==> src/rtl/smb_regslave_pkg.sv <==
package smb_regslave_pkg;
    // Protocol phases of the transfer engine.
    typedef enum logic [2:0] {
        ST_IDLE,
        ST_ADDR,
        ST_CMD,
        ST_CNT,
        ST_WDATA,
        ST_RDATA,
        ST_SKIP
    } smb_state_e;

    // Value returned when a read runs past the end of the bank.
    localparam logic [7:0] READ_FILL = 8'hFF;
endpackage

==> src/rtl/smb_line_mon.sv <==
// Bus line monitor.
// Passes SCL and SDA through SYNC_STAGES flops, keeps one extra delayed copy
// of each, and reports SCL edges and start/stop conditions as one-cycle events.
// Assumes the bus idles high and changes much slower than clk.
module smb_line_mon #(
    parameter int SYNC_STAGES = 2
) (
    input  logic clk,
    input  logic rst_n,
    input  logic scl_i,
    input  logic sda_i,
    output logic sda_s,
    output logic scl_rise,
    output logic scl_fall,
    output logic start_ev,
    output logic stop_ev
);
    logic [SYNC_STAGES:0] scl_sh;
    logic [SYNC_STAGES:0] sda_sh;
    logic scl_s, scl_d, sda_d;

    // Synchroniser chains plus one delay stage, reset to the idle-high level.
    always_ff @(posedge clk) begin
        if (!rst_n) begin
            scl_sh <= '1;
            sda_sh <= '1;
        end else begin
            scl_sh <= {scl_sh[SYNC_STAGES-1:0], scl_i};
            sda_sh <= {sda_sh[SYNC_STAGES-1:0], sda_i};
        end
    end

    assign scl_s = scl_sh[SYNC_STAGES-1];
    assign scl_d = scl_sh[SYNC_STAGES];
    assign sda_s = sda_sh[SYNC_STAGES-1];
    assign sda_d = sda_sh[SYNC_STAGES];

    // Edge and condition decode on the synchronised lines.
    always_comb begin
        scl_rise = scl_s & ~scl_d;
        scl_fall = ~scl_s & scl_d;
        start_ev = scl_s & scl_d & sda_d & ~sda_s;
        stop_ev  = scl_s & scl_d & ~sda_d & sda_s;
    end
endmodule

==> src/rtl/smb_xfer_fsm.sv <==
// Transfer engine.
// Shifts bytes in on rising SCL and drives acknowledges and read data on
// falling SCL. Decodes address, command and count, and generates the register
// port strobes and the completion pulse.
// Assumes rd_data is valid combinationally for rd_addr, and that
// NUM_REGS <= 127.
module smb_xfer_fsm
    import smb_regslave_pkg::*;
#(
    parameter logic [6:0] SLV_ADDR = 7'h69,
    parameter int         NUM_REGS = 8,
    parameter int         AW       = 3
) (
    input  logic          clk,
    input  logic          rst_n,
    input  logic          sda_s,
    input  logic          scl_rise,
    input  logic          scl_fall,
    input  logic          start_ev,
    input  logic          stop_ev,
    input  logic          skip_count,
    input  logic [7:0]    rd_data,
    output logic          sda_oe,
    output logic          wr_en,
    output logic [AW-1:0] wr_addr,
    output logic [7:0]    wr_data,
    output logic [AW-1:0] rd_addr,
    output logic          done
);
    localparam logic [7:0] BANK_LEN = 8'(NUM_REGS);

    smb_state_e state;
    logic [3:0] bit_cnt;
    logic [7:0] shreg;
    logic [7:0] ptr;
    logic       in_ack, nack_seen, byte_mode, byte_used, cnt_pending, wrote;
    logic       ptr_ok, accept;
    logic [7:0] tx_byte;

    assign rd_addr = ptr[AW-1:0];
    assign ptr_ok  = (ptr < BANK_LEN);
    assign accept  = ptr_ok && !(byte_mode && byte_used);

    // Next byte to transmit: the count first in block reads, then register data.
    always_comb begin
        if (cnt_pending)  tx_byte = BANK_LEN;
        else if (ptr_ok)  tx_byte = rd_data;
        else              tx_byte = READ_FILL;
    end

    // Protocol state, shifter and port strobes.
    always_ff @(posedge clk) begin
        if (!rst_n) begin
            state       <= ST_IDLE;
            bit_cnt     <= '0;
            shreg       <= '0;
            ptr         <= '0;
            in_ack      <= 1'b0;
            nack_seen   <= 1'b0;
            byte_mode   <= 1'b0;
            byte_used   <= 1'b0;
            cnt_pending <= 1'b0;
            wrote       <= 1'b0;
            sda_oe      <= 1'b0;
            wr_en       <= 1'b0;
            wr_addr     <= '0;
            wr_data     <= '0;
            done        <= 1'b0;
        end else begin
            wr_en <= 1'b0;
            done  <= 1'b0;
            if (start_ev) begin
                state   <= ST_ADDR;
                bit_cnt <= '0;
                in_ack  <= 1'b0;
                sda_oe  <= 1'b0;
            end else if (stop_ev) begin
                state  <= ST_IDLE;
                in_ack <= 1'b0;
                sda_oe <= 1'b0;
                done   <= wrote;
                wrote  <= 1'b0;
            end else begin
                case (state)
                    ST_ADDR, ST_CMD, ST_CNT, ST_WDATA: begin
                        if (in_ack) begin
                            if (scl_fall) begin
                                in_ack  <= 1'b0;
                                sda_oe  <= 1'b0;
                                bit_cnt <= '0;
                            end
                        end else if (scl_rise && bit_cnt < 4'd8) begin
                            shreg   <= {shreg[6:0], sda_s};
                            bit_cnt <= bit_cnt + 4'd1;
                        end else if (scl_fall && bit_cnt == 4'd8) begin
                            in_ack  <= 1'b1;
                            bit_cnt <= '0;
                            case (state)
                                ST_ADDR: begin
                                    if (shreg[7:1] == SLV_ADDR) begin
                                        sda_oe    <= 1'b1;
                                        nack_seen <= 1'b0;
                                        state     <= shreg[0] ? ST_RDATA : ST_CMD;
                                    end else begin
                                        in_ack <= 1'b0;
                                        state  <= ST_SKIP;
                                    end
                                end
                                ST_CMD: begin
                                    sda_oe    <= 1'b1;
                                    byte_mode <= shreg[7];
                                    byte_used <= 1'b0;
                                    if (shreg[7]) begin
                                        ptr         <= {1'b0, shreg[6:0]};
                                        cnt_pending <= 1'b0;
                                        state       <= ST_WDATA;
                                    end else begin
                                        ptr         <= '0;
                                        cnt_pending <= 1'b1;
                                        state       <= skip_count ? ST_WDATA : ST_CNT;
                                    end
                                end
                                ST_CNT: begin
                                    sda_oe <= 1'b1;
                                    state  <= ST_WDATA;
                                end
                                default: begin
                                    sda_oe <= accept;
                                    if (accept) begin
                                        wr_en     <= 1'b1;
                                        wr_addr   <= ptr[AW-1:0];
                                        wr_data   <= shreg;
                                        wrote     <= 1'b1;
                                        byte_used <= 1'b1;
                                        ptr       <= ptr + 8'd1;
                                    end
                                end
                            endcase
                        end
                    end
                    ST_RDATA: begin
                        if (in_ack) begin
                            // The slave's own ack samples as 0; a master NACK samples as 1.
                            if (scl_rise) begin
                                nack_seen <= sda_s;
                            end else if (scl_fall) begin
                                in_ack <= 1'b0;
                                if (nack_seen) begin
                                    sda_oe <= 1'b0;
                                    state  <= ST_SKIP;
                                end else begin
                                    shreg   <= tx_byte;
                                    sda_oe  <= ~tx_byte[7];
                                    bit_cnt <= 4'd1;
                                    if (cnt_pending)          cnt_pending <= 1'b0;
                                    else if (ptr != 8'hFF)    ptr <= ptr + 8'd1;
                                end
                            end
                        end else if (scl_fall) begin
                            if (bit_cnt == 4'd8) begin
                                sda_oe    <= 1'b0;
                                in_ack    <= 1'b1;
                                nack_seen <= 1'b0;
                            end else begin
                                shreg   <= {shreg[6:0], 1'b0};
                                sda_oe  <= ~shreg[6];
                                bit_cnt <= bit_cnt + 4'd1;
                            end
                        end
                    end
                    default: ;
                endcase
            end
        end
    end

    // the data-line driver only moves on a falling SCL edge or a bus condition
    a_r9_oe_on_scl_fall: assert property (@(posedge clk) disable iff (!rst_n)
        (sda_oe != $past(sda_oe)) |-> $past(scl_fall || start_ev || stop_ev));

    // a write strobe lasts exactly one cycle
    a_r10_wr_single_pulse: assert property (@(posedge clk) disable iff (!rst_n)
        wr_en |=> !wr_en);

    // every write strobe follows a falling SCL edge that ended a data byte
    a_r3_wr_after_scl_fall: assert property (@(posedge clk) disable iff (!rst_n)
        wr_en |-> $past(scl_fall));

    // the completion pulse always follows a detected stop
    a_r8_done_after_stop: assert property (@(posedge clk) disable iff (!rst_n)
        done |-> $past(stop_ev));
endmodule

==> src/rtl/smb_regslave.sv <==
// SMBus-compatible register slave (top level).
// Joins the line monitor and the transfer engine. Register storage, read-only
// bits and self-clearing bits live outside this block.
// Assumes clk runs at least about 8 times faster than SCL.
module smb_regslave #(
    parameter logic [6:0] SLV_ADDR    = 7'h69,
    parameter int         NUM_REGS    = 8,
    parameter int         SYNC_STAGES = 2,
    localparam int        AW          = (NUM_REGS > 1) ? $clog2(NUM_REGS) : 1
) (
    input  logic          clk,
    input  logic          rst_n,
    input  logic          scl_i,
    input  logic          sda_i,
    output logic          sda_oe,
    input  logic          skip_count,
    output logic          wr_en,
    output logic [AW-1:0] wr_addr,
    output logic [7:0]    wr_data,
    output logic [AW-1:0] rd_addr,
    input  logic [7:0]    rd_data,
    output logic          xfer_done
);
    logic sda_s, scl_rise, scl_fall, start_ev, stop_ev;

    smb_line_mon #(
        .SYNC_STAGES(SYNC_STAGES)
    ) u_line (
        .clk      (clk),
        .rst_n    (rst_n),
        .scl_i    (scl_i),
        .sda_i    (sda_i),
        .sda_s    (sda_s),
        .scl_rise (scl_rise),
        .scl_fall (scl_fall),
        .start_ev (start_ev),
        .stop_ev  (stop_ev)
    );

    smb_xfer_fsm #(
        .SLV_ADDR (SLV_ADDR),
        .NUM_REGS (NUM_REGS),
        .AW       (AW)
    ) u_fsm (
        .clk        (clk),
        .rst_n      (rst_n),
        .sda_s      (sda_s),
        .scl_rise   (scl_rise),
        .scl_fall   (scl_fall),
        .start_ev   (start_ev),
        .stop_ev    (stop_ev),
        .skip_count (skip_count),
        .rd_data    (rd_data),
        .sda_oe     (sda_oe),
        .wr_en      (wr_en),
        .wr_addr    (wr_addr),
        .wr_data    (wr_data),
        .rd_addr    (rd_addr),
        .done       (xfer_done)
    );
endmodule

==> config.mk <==
export PLATFORM = sky130hd
export DESIGN_NAME = smb_regslave
export DESIGN_NICKNAME = d
export VERILOG_FILES = /design/src/rtl/smb_regslave_pkg.sv /design/src/rtl/smb_line_mon.sv /design/src/rtl/smb_xfer_fsm.sv /design/src/rtl/smb_regslave.sv
export SDC_FILE = /design/constraint.sdc
export NUM_CORES = 1
export LEC_CHECK = 0
export BUFFER_PORTS_ARGS = -buffer_cell sky130_fd_sc_hd__buf_4
export CORE_MARGIN = 2
export CORE_UTILIZATION = 40
export CTS_CLUSTER_DIAMETER = 50
export DETAILED_ROUTE_END_ITERATION = 10
export PLACE_DENSITY = 0.64
export SYNTH_ARGS = -nofsm -noshare
export SYNTH_HDL_FRONTEND = slang
export SYNTH_SLANG_ARGS = --single-unit
==> constraint.sdc <==
create_clock -name clk -period 3.2 [get_ports clk]
set_input_delay 0.16 -clock clk [delete_from_list [all_inputs] [get_ports clk]]
set_output_delay 0.16 -clock clk [all_outputs]
set_load 0.1 [all_outputs]
After elaboration in Yosys (flattened, before gate mapping):

Cells that the tools add are included.
W data, S select, Z words.

* $add $sub $neg: 2
* $mul: 0
* div/mod/pow operators: 0
* $lt $le $gt $ge: 2
* equality and inequality tests: 48
* shift operators: 0
* muxes and demuxes: 103
* bitwise gates (word level): 22
* reduce and logical (&&, ||, !) cells: 31

Operators by type and width (count)
* $mux W8: 20
* $mux W1: 49
* $pmux W8 S2: 3
* $mux W4: 10
* $mux W3: 11
* $reduce_and A9 Y1: 3
* $reduce_and A8 Y1: 3
* $reduce_and A11 Y1: 2
* $ne A2 B1 Y1 const B: 10
* $ne A2 B2 Y1 const B: 8
* $ne A4 B3 Y1 const B: 4
* $ne A3 B1 Y1 const B: 5
* $not A1 Y1: 15
* $reduce_and A14 Y1: 1
* $reduce_and A7 Y1: 2
* $ne A3 B2 Y1 const B: 4
* $ne A4 B4 Y1 const B: 3
* $pmux W1 S2: 6
* $reduce_and A10 Y1: 1
* $reduce_bool A2 Y1: 5
* $reduce_or A10 Y1: 1
* $pmux W3 S3: 1
* $reduce_or A3 Y1: 3
* $add A8 B1 Y8 const B: 1
* other kinds (22): 37

* register bits after elaboration: 49
* bits in latches: 0
* memory bits (writable): 0
* memory bits (read-only): 0
* input bits: 13
* output and inout port bits: 17
* word-level logic and storage cells: 226
* memories kept: 0

Depth between registers and ports, before layout:

Gate-level depths: netlist of the first run.

* word-level depth: 10
* gate-level depth with buffers: 9

Cells and area by module:

A second synthesis of the first run with hierarchy kept.

* cell total of the unflattened synthesis: 357
* area, all modules: 2946.6 um^2

Modules (own cells, without submodules)
* smb_xfer_fsm: times used 1, cells each 341, area each 2756.4 um^2, seq. area each 860.8 um^2
* smb_line_mon: times used 1, cells each 16, area each 190.2 um^2, seq. area each 120.1 um^2

Worst setup path after synthesis of the first run:

Ideal clock, no wire load.

* path kind: reg-to-reg
* start: reg u_line.scl_sh[2]
* end: reg u_fsm.wr_addr[1]
* data arrival time: 1881 ps
* data required time: 3065 ps
* slack: 1183 ps
* cell stages (with the launch flop): 8
* buffers on the path: 2
* cell sequence: dfxtp_1 -> or3b_4 -> or2_1 -> clkbuf_1 -> or4_4 -> buf_6 -> nand2_1 -> a21oi_1

* word-level cells in the longest chain between the ends: 5
* elaborated cells between the ends (all ways): 14
* classes of those cells: 11 x bitwise; 3 x reduce/logical

Ends and longest elaborated chain
* from (decl): RTL line smb_line_mon.sv:18 `logic [SYNC_STAGES:0] scl_sh;`
* from (signal assigned): RTL line smb_line_mon.sv:28 `scl_sh <= {scl_sh[SYNC_STAGES-1:0], scl_i};`
* $and A1 B1 Y1 / $not A1 Y1 (equally long branches): RTL line smb_line_mon.sv:42, smb_line_mon.sv:43, smb_line_mon.sv:40
* $and A1 B1 Y1, on equally long branches: RTL line smb_line_mon.sv:43, smb_line_mon.sv:40, smb_line_mon.sv:42
* $and A1 B1 Y1 (tied with other cells): RTL line smb_line_mon.sv:43 `stop_ev = scl_s & scl_d & ~sda_d & sda_s;`
* $not A1 Y1 (no line)
* $reduce_and A8 Y1 (no line) *
* to (signal assigned): RTL line smb_xfer_fsm.sv:131 `wr_addr <= ptr[AW-1:0];`
* to (decl): RTL line smb_xfer_fsm.sv:25 `output logic [AW-1:0] wr_addr,`

Mark *: on every way between the ends. The rest lies on a longest branch, timed or not.
A chain may end at the register's enable or synchronous reset.

Worst setup path in the final report of the first run:

* start: reg u_fsm.state[0]
* end: reg u_fsm.ptr[0]

* word-level cells in the longest chain between the ends: 7
* elaborated cells between the ends (all ways): 25
* classes of those cells: 16 x eq/ne; 5 x mux; 4 x reduce/logical

Ends and longest elaborated chain
* from (decl): RTL line smb_xfer_fsm.sv:32 `smb_state_e state;`
* from (signal assigned): RTL line smb_xfer_fsm.sv:103 `state <= shreg[0] ? ST_RDATA : ST_CMD;`
* from (signal assigned): RTL line smb_xfer_fsm.sv:120 `state <= skip_count ? ST_WDATA : ST_CNT;`
* $eq A3 B1 Y1 / $eq A3 B2 Y1 (equally long branches): RTL line smb_xfer_fsm.sv:84, smb_xfer_fsm.sv:98
* $reduce_or A2 Y1 (no line)
* $pmux W8 S2: RTL line smb_xfer_fsm.sv:98 `case (state)`
* $mux W8: RTL line smb_xfer_fsm.sv:95 `end else if (scl_fall && bit_cnt == 4'd8) begin`
* $mux W8: RTL line smb_xfer_fsm.sv:92 `end else if (scl_rise && bit_cnt < 4'd8) begin`
* $mux W8: RTL line smb_xfer_fsm.sv:86 `if (in_ack) begin`
* $pmux W8 S2: RTL line smb_xfer_fsm.sv:84 `case (state)`
* to (signal assigned): RTL line smb_xfer_fsm.sv:114 `ptr <= {1'b0, shreg[6:0]};`
* to (signal assigned): RTL line smb_xfer_fsm.sv:135 `ptr <= ptr + 8'd1;`
* to (signal assigned): RTL line smb_xfer_fsm.sv:156 `else if (ptr != 8'hFF) ptr <= ptr + 8'd1;`
* to (decl): RTL line smb_xfer_fsm.sv:35 `logic [7:0] ptr;`

Parallel ways exist; a longest one is shown, timed or not. The select of a mux whose other input is x is not followed.

==> flow_summary.toml, run 1 <==
[outcome]
status = "complete, no violations"

[critical_path]
reg2reg_from = "u_fsm.state[0]"
r2r_end = "u_fsm.ptr[0]"
cp-start-kind = "flop"
rr_worst_depth = 5
crit_fanout = 21
cp.required_ns = 3.42
endpoint = "u_fsm.ptr[0]"
crit_type = "flop to flop"
cp_data_arrival_time_ns = 2.75
r2r_slack_ns = 0.67
critPathCaptureType = "flop"
crit_start = "u_fsm.state[0]"

[global_routing]
grt_overflow = 0
grt_max_degree = 40
grt_pass1_vias = 2322
grt_pass1_wl_mm = 11.99
grt.total_usage_pct = 19.62
antenna_found_initial = 0

[power]
peakVddDrop_mv = 0.2591
power_density_nw_per_um2 = 352.0
leakage_nw = 1.203

[clock_tree]
postCtsSetupBuffers = 0
cts_resized = 0
cts_root_buffer = "clkbuf_8"
clock_latency_ns = 0.31
clock_sinks = 49
clk_pin_slew_ns = 0.10
cts_tree = "yes"
clockBufferDepth = 2
cts-hold-fix-buffers = 0
ctsHtreeMaxLevel = 2
cts_made_buffers = 5

[timing]
rsz0062_at_grt = "false"
fin_tns_setup_ns = 0
fmax_mhz = 395.4
hold_viol_final = 0
finalSetupViolCount = 0
hold_ws_ns = 0.03741
worst_slew_pin_slew_ns = 0.7055
slew-limit-headroom_pct = 52.90
slew_viol_final = 0
worst_slack_ns = 0.6709
finalCriticalPeriod_ns = 2.529
period_share_pct = 79.03
fin_worst_skew_ns = 0.009155

[placed_design]
pre_cts_ws_ns = 0.7433
dpl.hpwl_mm = 5.042
portBuffers = 29
place_inst = 463
place.gp.congestion = 0.8992

[floorplan]
die_h_um = 88.30
rows = 30
floorplan.die_area_um2 = 7797
initial_core_util_pct = 41.61
die_w_um = 88.30
boundaryPins = 30
coreArea_um2 = 6832

[routing]
vias = 2695
drt_iter0_drc = 357
wire_per_inst_um = 15.79
drt_wl_total_mm = 7.435
detail_route.first_pass.iterations = 5
drc = 0
via_per_inst = 5.722
antenna_left = 0

[synth]
synthTopCellsByArea = "dfxtp_1, nand2_1, a21oi_1"
yosysWarningCount = 0
synth_flop_cell = "dfxtp_1"
synth_seq_cells = 49
syn_area_per_cell_um2 = 7.831
synthesis.area_um2 = 2843
synth_top_cell_area_share_pct = 34.51
synth_nets = 379
yosys.area.top_type = "dfxtp_1"
netlist_instances = 363
synth_edf_count = 0
async_flop_share_pct = 0
synth_cell_type_count = 69
ys_seq_area_share_pct = 34.51

[cells_and_area]
layout-drive-gt1-share_pct = 14.40
final_cell_mix = "nand2_1, dfxtp_1, buf_4"
fin_nets = 390
layout_commonest_cell = "nand2_1"
final_cells = 471
area_delta_synth_final_pct = 11.62
fill_cells = 732
diodes = 0

[min_path]
hold_path_class = "input port to flop"

[job]
drv_cap = 0
## metal layers
| metal | global-route usage (%) | vias up | part of all wire [%] |
|---|---|---|---|
| met1 | 29.53 | 1245 | 48 |
| met5 | 0 | - | 0 |
| li1 | - | 1340 | - |
| met4 | 5.510 | 0 | 1.5 |
| met2 | 28.43 | 102 | 43 |
| met3 | 3.825 | 8 | 7.1 |
## sequential cells by signal, indices dropped and copies added, names as in the netlist
signal / flops
u_fsm.done: 1
u_fsm.cnt_pending: 1
u_fsm.bit_cnt: 4
u_fsm.byte_used: 1
u_fsm.wr_data: 8
u_fsm.sda_oe: 1
u_fsm.in_ack: 1
u_fsm.wr_en: 1
u_line.scl_sh: 3
u_fsm.wr_addr: 3
u_fsm.byte_mode: 1
u_fsm.ptr: 8
u_fsm.nack_seen: 1
u_fsm.shreg: 8
u_line.sda_sh: 3
u_fsm.state: 3
u_fsm.wrote: 1
## where the power goes
part	leakage, nW	switching [mW]	total, mW	internal (mW)
registers	0.396	0.0173	0.635	0.617
clock network	0.0512	0.223	0.399	0.176
logic	0.755	0.0478	0.0830	0.0352
## cell usage after synthesis, types with 2 or more instances
master,number
nand2_1,58
dfxtp_1,49
a21oi_1,26
nor2_1,19
clkbuf_1,18
nor3_1,16
o21ai_0,14
inv_1,11
nand2b_1,11
nand3_1,10
and3_1,9
mux2i_1,9
a31oi_1,8
a211oi_1,6
nor3b_1,5
o211ai_1,5
o31ai_1,5
nand3b_1,4
o311ai_1,4
and4_1,3
buf_1,3
buf_2,3
buf_4,3
ha_1,3
o21ai_1,3
or2_1,3
or4_1,3
a211o_1,2
a21o_1,2
a32o_1,2
and4b_1,2
buf_6,2
nand4_1,2
nand4b_1,2
nor2b_1,2
o22ai_1,2
or3_1,2
## how the worst min path moves through the flow
stage / startpoint / to / cells after the start
after global routing: sda_i / u_line.sda_sh[0] / 2
after floorplan: scl_i / u_line.scl_sh[0] / 1
after CTS: sda_i / u_line.sda_sh[0] / 2
final: sda_i / u_line.sda_sh[0] / 2
after detailed placement: sda_i / u_line.sda_sh[0] / 2
after global placement: scl_i / u_line.scl_sh[0] / 2
## metrics by stage
step           total power, mW  area [um^2]  util [%]
6_report                 1.117         3173     46.45
5_1_grt                  1.157         3173     46.45
4_1_cts                  1.124         3173     46.45
3_5_place_dp            0.7308         3077     45.04
3_3_place_gp            0.7296         3077     45.04
2_1_floorplan           0.7000         2843         -
## worst max-delay path, stage by stage, from the launching register on
cell      delay, ns
dfxtp_1        0.79
nand4b_1       0.49
nor3_2         0.36
o211ai_4       0.18
or2_1          0.35
o41ai_2        0.28
## area by class of cell
class                   instances  area (um^2)  share of cell area (%)
multi-input cells             274         1687                   53.15
flip-flops and latches         49        980.9                   30.91
repair buffers                 33        247.7                   7.808
well taps                      96        120.1                   3.785
clock buffers                   6        82.58                   2.603
inverters                      11        41.29                   1.301
clock inverters                 2        13.76                  0.4338
## kinds of logic after synthesis
| logic type | share of synthesized area (%) |
|---|---|
| simple gates | 30.11 |
| compound gates | 24.25 |
| flops | 34.51 |
| buf+inv | 6.338 |
| mux | 3.169 |
| fa+ha+maj | 1.321 |
| xor+xnor | 0.3082 |
(Power assumes the default switching activity.)
==> inputs of run 2 (changes only) <==
- clock period: 3.2 -> 2.6 ns (I/O delays scaled with it)
==> flow_summary.toml, run 2 (same netlist as run 1, synthesis figures left out) <==
[outcome]
status = "complete, no violations"

[critical_path]
crit_type = "flop to flop"
reg2reg_from = "u_fsm.state[1]"
r2r_end = "u_fsm.shreg[7]"
cpPeakStageDelay_ns = 0.54
cp-start-kind = "flop"
cp_data_arrival_time_ns = 2.45
cp_cell_sequence = "or3_1 > a311o_1 > o21ai_2 > nand2_2 > o311a_1"
critPathCaptureType = "flop"
r2r_slack_ns = 0.35
cp.required_ns = 2.81
rr_worst_depth = 5
crit_slowest_cell = "or3_1"
crit_fanout = 21

[timing]
fmax_mhz = 445.1
slew-limit-headroom_pct = 58.48
slew_viol_final = 0
hold_viol_final = 0
finalCriticalPeriod_ns = 2.247
fin_worst_skew_ns = 0.01156
worst_slew_pin_slew_ns = 0.6220
fin_tns_setup_ns = 0
finalSetupViolCount = 0
period_share_pct = 86.40
rsz0062_at_grt = "false"

[power]
p_int_mw = 0.9984
power_density_nw_per_um2 = 421.4
pwr-share-comb_pct = 8.5
leakage_nw = 1.233
pwr-share-seq_pct = 57.0
switchingPower_mw = 0.3588
switching_share_pct = 26.44
p_total_mw = 1.357
clkPwrFrac_pct = 34.5
peakVddDrop_mv = 0.2176

[cells_and_area]
layout_commonest_cell = "nand2_1"
final_cell_mix = "nand2_1, dfxtp_1, buf_4"
fin_nets = 397
area_delta_synth_final_pct = 13.29
final_cells = 478
diodes = 0
reg.largest.list = "u_fsm.ptr x8, u_fsm.shreg x8, u_fsm.wr_data x8"
layout-drive-gt1-share_pct = 15.97

[global_routing]
grt_max_degree = 39
antenna_found_initial = 0
grt_overflow = 0
grt.total_usage_pct = 20.20
grt_pass1_wl_mm = 12.51
grt_pass1_vias = 2480

[clock_tree]
cts_made_buffers = 5
clk_pin_slew_ns = 0.10
ctsHtreeMaxLevel = 2
cts_tree = "yes"
cts_root_buffer = "clkbuf_8"
postCtsSetupBuffers = 0
cts_resized = 0
cts-hold-fix-buffers = 0
clockBufferDepth = 2
clock_sinks = 49
clock_latency_ns = 0.31

[placed_design]
place_inst = 470
dpl.hpwl_mm = 5.294
place.gp.congestion = 0.8946
portBuffers = 29

[routing]
detail_route.first_pass.iterations = 5
wire_per_inst_um = 15.78
vias = 2729
via_per_inst = 5.709
antenna_left = 0
drt_wl_total_mm = 7.545
drc = 0
drt_iter0_drc = 296

[floorplan]
boundaryPins = 30
initial_core_util_pct = 41.61
coreArea_um2 = 6832
floorplan.die_area_um2 = 7797
rows = 30
die_w_um = 88.30
die_h_um = 88.30

[min_path]
whs_endpoint = "u_line.scl_sh[0]"
worstHoldStart = "scl_i"
hold_path_depth = 2
hold_path_class = "input port to flop"

[job]
drv_cap = 0
-- run 2: stage by stage --
step	cell area (um^2)	hold slack (ns)	setup WS [ns]	utilization, %
floorplan	2843	0.2315	0.5834	-
global placement	3129	0.3169	0.4162	45.81
detailed placement	3129	0.3183	0.3923	45.81
CTS	3221	0.002235	0.3762	47.14
global route	3221	0.007379	0.2181	47.14
finish	3221	0.005109	0.3535	47.14
-- run 2: critical path, delay by kind of cell (launching register included) --
family,cells,cell delay [ns]
flip-flops,1,0.52
AND/OR/NAND/NOR,2,0.74
AO/OA/AOI/OAI,3,0.88
-- run 2: worst max path at each step --
stage	end	start	cells after the start
finish	u_fsm.shreg[7]	u_fsm.state[1]	5
floorplan	u_fsm.wr_addr[1]	u_line.scl_sh[2]	7
CTS	u_fsm.shreg[7]	u_fsm.state[1]	5
detailed placement	u_fsm.shreg[7]	u_fsm.state[1]	5
global placement	u_fsm.shreg[7]	u_fsm.state[1]	5
global route	u_fsm.ptr[4]	u_fsm.state[2]	5
-- run 2: per-layer routing --
metal | vias to the layer above | track usage [%] | share of wire [%] | wire length (um)
met5 | - | 0 | 0 | 0
met4 | 0 | 5.785 | 1.4 | 108
met3 | 10 | 2.799 | 4.7 | 356
met2 | 81 | 30.96 | 45 | 3364
met1 | 1281 | 29.66 | 49 | 3714
li1 | 1357 | - | - | -
-- run 2: power groups by stage --
stage	clock network, mW	registers (mW)	logic (mW)
floorplan	0	0.785	0.0768
global placement	0	0.791	0.112
detailed placement	0	0.791	0.114
CTS	0.480	0.774	0.115
global route	0.506	0.776	0.128
finish	0.468	0.774	0.115
-- run 2: area by class of cell --
type	count	area (um^2)
Tap cell	96	120.1
Clock buffer	5	68.82
Sequential cell	49	980.9
Fill cell	725	3611
Clock inverter	3	22.52
Multi-Input combinational cell	274	1687
Inverter	11	41.29
Timing Repair Buffer	40	300.3
